[src/rtl/dmr_pkg.sv]
`timescale 1ns/1ps
package dmr_pkg;
  localparam int OPS    = 5;           // operations per copy
  localparam int COPIES = 2;           // original, duplicate
  localparam int NSLOT  = OPS * COPIES;
  localparam int SLOT_W = $clog2(NSLOT);
  localparam int NMUL   = 2;           // multiply operations per copy
  localparam int J_Y0   = 3;           // A2
  localparam int J_Y1   = 4;           // A3

  function automatic logic op_is_mul(input int j);
    return (j < NMUL);
  endfunction

  // index of the operation among those of its own type
  function automatic int type_rank(input int j);
    return op_is_mul(j) ? j : j - NMUL;
  endfunction

  // vendor index (0 = vendor 1, 1 = vendor 2) for copy u, op j
  function automatic logic vendor_of(input int u, input int j, input logic whole);
    logic dup;
    dup = (u != 0);
    if (whole) return dup;
    return ((type_rank(j) % 2) != 0) ^ dup;
  endfunction
endpackage

[src/rtl/dmr_sched.sv]
`timescale 1ns/1ps
module dmr_sched import dmr_pkg::*; #(
  parameter int NV = 2
) (
  input  logic              clk,
  input  logic              rst_n,
  input  logic              run,
  input  logic              whole,
  input  logic [NSLOT-1:0]  done,
  input  logic [NSLOT-1:0]  issued,
  input  logic [NV-1:0]     mul_busy,
  output logic [NV-1:0]     add_gv,
  output logic [SLOT_W-1:0] add_gs [NV],
  output logic [NV-1:0]     mul_gv,
  output logic [SLOT_W-1:0] mul_gs [NV]
);
  logic [NSLOT-1:0] ready;

  always_comb begin
    for (int g = 0; g < NSLOT; g++) begin
      int u, j, base;
      logic dep;
      u    = g / OPS;
      j    = g % OPS;
      base = u * OPS;
      case (j)
        2:       dep = done[base];
        3:       dep = done[base+2] & done[base+1];
        4:       dep = done[base+3];
        default: dep = 1'b1;
      endcase
      ready[g] = run && !issued[g] && dep;
    end
  end

  // lowest slot wins: original copy first, then graph order
  always_comb begin
    for (int v = 0; v < NV; v++) begin
      add_gv[v] = 1'b0;
      add_gs[v] = '0;
      mul_gv[v] = 1'b0;
      mul_gs[v] = '0;
      for (int g = 0; g < NSLOT; g++) begin
        if (ready[g] && (vendor_of(g / OPS, g % OPS, whole) == (v != 0))) begin
          if (op_is_mul(g % OPS)) begin
            if (!mul_gv[v] && !mul_busy[v]) begin
              mul_gv[v] = 1'b1;
              mul_gs[v] = SLOT_W'(g);
            end
          end else if (!add_gv[v]) begin
            add_gv[v] = 1'b1;
            add_gs[v] = SLOT_W'(g);
          end
        end
      end
    end
  end

  // within one cycle both adders never start the same operation
  p_distinct_add_r5: assert property (@(posedge clk) disable iff (!rst_n)
    (add_gv[0] && add_gv[1]) |-> (add_gs[0] != add_gs[1]));
  // nothing starts while no job is running
  p_idle_quiet_r6: assert property (@(posedge clk) disable iff (!rst_n)
    !run |-> (add_gv == '0 && mul_gv == '0));
endmodule

[config.mk]
export PLATFORM = sky130hd
export DESIGN_NAME = dmr_sched
export DESIGN_NICKNAME = d
export VERILOG_FILES = /design/src/rtl/dmr_pkg.sv /design/src/rtl/dmr_sched.sv
export SDC_FILE = /design/constraint.sdc
export NUM_CORES = 1
export LEC_CHECK = 0
export BUFFER_PORTS_ARGS = -buffer_cell sky130_fd_sc_hd__buf_4
export CORE_AREA = 4 4 41 43
export DETAILED_ROUTE_END_ITERATION = 6
export DIE_AREA = 0 0 45 47
export SYNTH_ARGS = -nofsm -noshare
export SYNTH_HDL_FRONTEND = slang
export SYNTH_SLANG_ARGS = --single-unit
[constraint.sdc]
create_clock -name vclk -period 1.7
set_input_delay 0.34 -clock vclk [all_inputs]
set_output_delay 0.34 -clock vclk [all_outputs]
set_load 0.005 [all_outputs]
==> out/metrics.csv <==
stage,metric,value,unit
yosys,Mapped Area,290,sq um
critical_path,endpoint arrival time on the critical path,1.19,ns
critical_path,dominant cell type by count on the critical path,sky130_fd_sc_hd__buf_4,
grt,global-route wire length before repair,1.64,mm
sta,achievable frequency,652,MHz
route,Routed WL per cell,10.7,um
sta,total count of hold-check failures in the final report,0,
place,number of I/O port buffers,40,
critical_path,launch point of the critical path,done[1],
yosys,"Distinct cells, synth",25,
route,via count,447,
place,global placer's final weighted congestion,0.718,
floorplanning,# rows,13,
critical_path,slowest cell on the critical path,sky130_fd_sc_hd__or3_1,
critical_path,data required time at the worst endpoint,1.36,ns
yosys,cell taking the most area after synthesis,sky130_fd_sc_hd__buf_4,
sta,fin worst setup slack,0.167,ns
grt,antenna violations before repair,0,
route,vias per inst,4.56,
floorplanning,overall die height,47,um
cells_and_area,number of nets at the end of the flow,111,
cells_and_area,fraction of final layout cells sized beyond drive strength 1,56.6,%
clocking,Post-CTS Repair Setup Buffers,0,
yosys,sequential element share of the synthesized area,0,%
floorplanning,effective utilization at floorplan,22.3,%
yosys,number of warning messages in the yosys log,0,
outcome,run status,finished clean,
cells_and_area,layout clock buffer count,0,
route,number of detailed-routing iterations run before antenna repair,4,
route,number of remaining DRC errors,0,
critical_path,endpoint of the most critical setup path,add_gv[0],
floorplanning,core footprint,1300,sq um
sta,Post-Route Setup TNS,0,ns
sta,final worst-path cycle share,90.2,%
power_and_ir_drop,VDD IR max,76.6,uV
critical_path,cells traversed along the worst timing path,"buf_4, nand3b_1, o21ai_2, or3_1, buf_4",
cells_and_area,Antenna diodes,0,
yosys,leading cell types by total area after synthesis,"sky130_fd_sc_hd__buf_4 10%, sky130_fd_sc_hd__nand2b_1 8.6%, sky130_fd_sc_hd__nor3_1 6.9%, sky130_fd_sc_hd__nor2_1 6.5%, sky130_fd_sc_hd__o21ai_2 6.0%",
grt,Tot GR Track Use,9.76,%
critical_path,Startpoint Class,primary input,
clocking,number of gates given a new drive strength after cts,0,
yosys,syn avg cell area,6.45,sq um
sta,"Slew Viols, Final",0,
job,max-capacitance violation count,0,
cells_and_area,sequential cell area,0,sq um
critical_path,"Largest delay share family, worst path",simple AND/OR/NAND/NOR gates,
yosys,Synth top cells by count,"5 x sky130_fd_sc_hd__nor2_1, 4 x sky130_fd_sc_hd__buf_4, 4 x sky130_fd_sc_hd__nand2_1, 4 x sky130_fd_sc_hd__nand2b_1, 4 x sky130_fd_sc_hd__nor3_1",
route,total length of routed wires,1.05,mm
critical_path,maximum fanout along the worst path,4,
sta,setup repair after global routing missed its margin,no,
critical_path,CP Buf/Inv Count,2,
power_and_ir_drop,reported leakage power,0.000322,uW
grt,global-route congestion overflow total,0,
cells_and_area,count of sequential standard cells,0,
critical_path,Levels on crit path,5,
cells_and_area,relative area change from synthesis to final layout,104,%
place,setup slack at placement,0.152,ns
critical_path,crit path kind,in2out,
yosys,cells after synthesis,45,
sta,Final setup violation count,0,
floorplanning,# IOs,46,
min_path,HP Class,in2out,
grt,number of global-route vias before repair,421,
critical_path,category of the worst setup path capture point,output port,
grt,largest net degree at the start of global routing,13,
power_and_ir_drop,ratio of total power to cell area,204,nW/um^2
min_path,worst hold path depth,3,
sta,time the final worst path needs with I/O delays and setup,1.53,ns
floorplanning,horizontal die dimension,45,um
yosys,"count leader, synth",sky130_fd_sc_hd__nor2_1,
yosys,area fraction of the dominant cell type after synthesis,10.3,%
clocking,CTS Hold Buffers Added,0,
cells_and_area,number of fillers in the final layout,147,
place,placed wire-length estimate after detailed placement,931,um
route,Antenna Violating Nets Remaining,0,
route,DRT iter0 DRCs,2,
critical_path,"Largest stage delay, worst path",0.34,ns
floorplanning,die area,2120,sq um
## worst min-delay path by stage
| stage | start | to | slack [ns] |
|---|---|---|---|
| after floorplan | mul_busy[1] | mul_gs[2] | 0.71 |
| after global placement | issued[4] | add_gs[6] | 0.93 |
| after detailed placement | issued[4] | add_gs[6] | 0.93 |
| after CTS | issued[4] | add_gs[6] | 0.93 |
| after global routing | issued[4] | add_gs[6] | 0.95 |
| final | issued[4] | add_gs[6] | 0.93 |
## cell usage in the layout (no fill, tap or decap), types with 2 or more instances in the layout
cell type / count
sky130_fd_sc_hd__conb_1: 2
sky130_fd_sc_hd__nand3b_1: 2
sky130_fd_sc_hd__a21oi_1: 2
sky130_fd_sc_hd__nor2_1: 5
sky130_fd_sc_hd__o21ai_2: 2
sky130_fd_sc_hd__nor3_1: 4
sky130_fd_sc_hd__buf_4: 42
sky130_fd_sc_hd__nand2b_1: 4
sky130_fd_sc_hd__nand2_1: 4
## where the power goes
| group | leakage [uW] | total [uW] | switching, uW | internal, uW |
|---|---|---|---|---|
| Clock | 0 | 0 | 0 | 0 |
| Sequential | 0 | 0 | 0 | 0 |
| Combinational | 0.000322 | 121 | 45.5 | 75.5 |
## layout make-up
| class | count | area (sq um) | share of cell area, % |
|---|---|---|---|
| Inverter | 1 | 3.75 | 0.634 |
| Timing Repair Buffer | 42 | 315 | 53.3 |
| Multi-Input combinational cell | 40 | 254 | 42.9 |
| Tap cell | 15 | 18.8 | 3.17 |
## metrics by stage
stage / total power, uW / utilization (%) / hold slack (ns) / cells / cell area, sq um
finish: 121 / 45.5 / 0.927 / 98 / 592
floorplan: 50.1 / - / 0.713 / 46 / 294
detailed placement: 122 / 45.1 / 0.928 / 98 / 587
CTS: 122 / 45.1 / 0.928 / 98 / 587
global route: 135 / 45.5 / 0.946 / 98 / 592
global placement: 121 / 45.1 / 0.926 / 98 / 587
## layer usage
layer / vias up / global-route usage [%] / routed length [um]
li1: 232 / - / -
met1: 193 / 12.8 / 418
met2: 22 / 18.6 / 506
met3: 0 / 0.383 / 125
met4: 0 / 0 / 0
met5: - / 0 / 0
## cell families after synthesis
family,after synthesis,synth area share (%)
buffers and inverters,6,15.5
AOI/OAI and AO/OA,7,17.7
and+or+nand+nor,30,61.6
other,1,1.29
muxes,1,3.88
No activity file was read; power rests on OpenSTA's default activity.
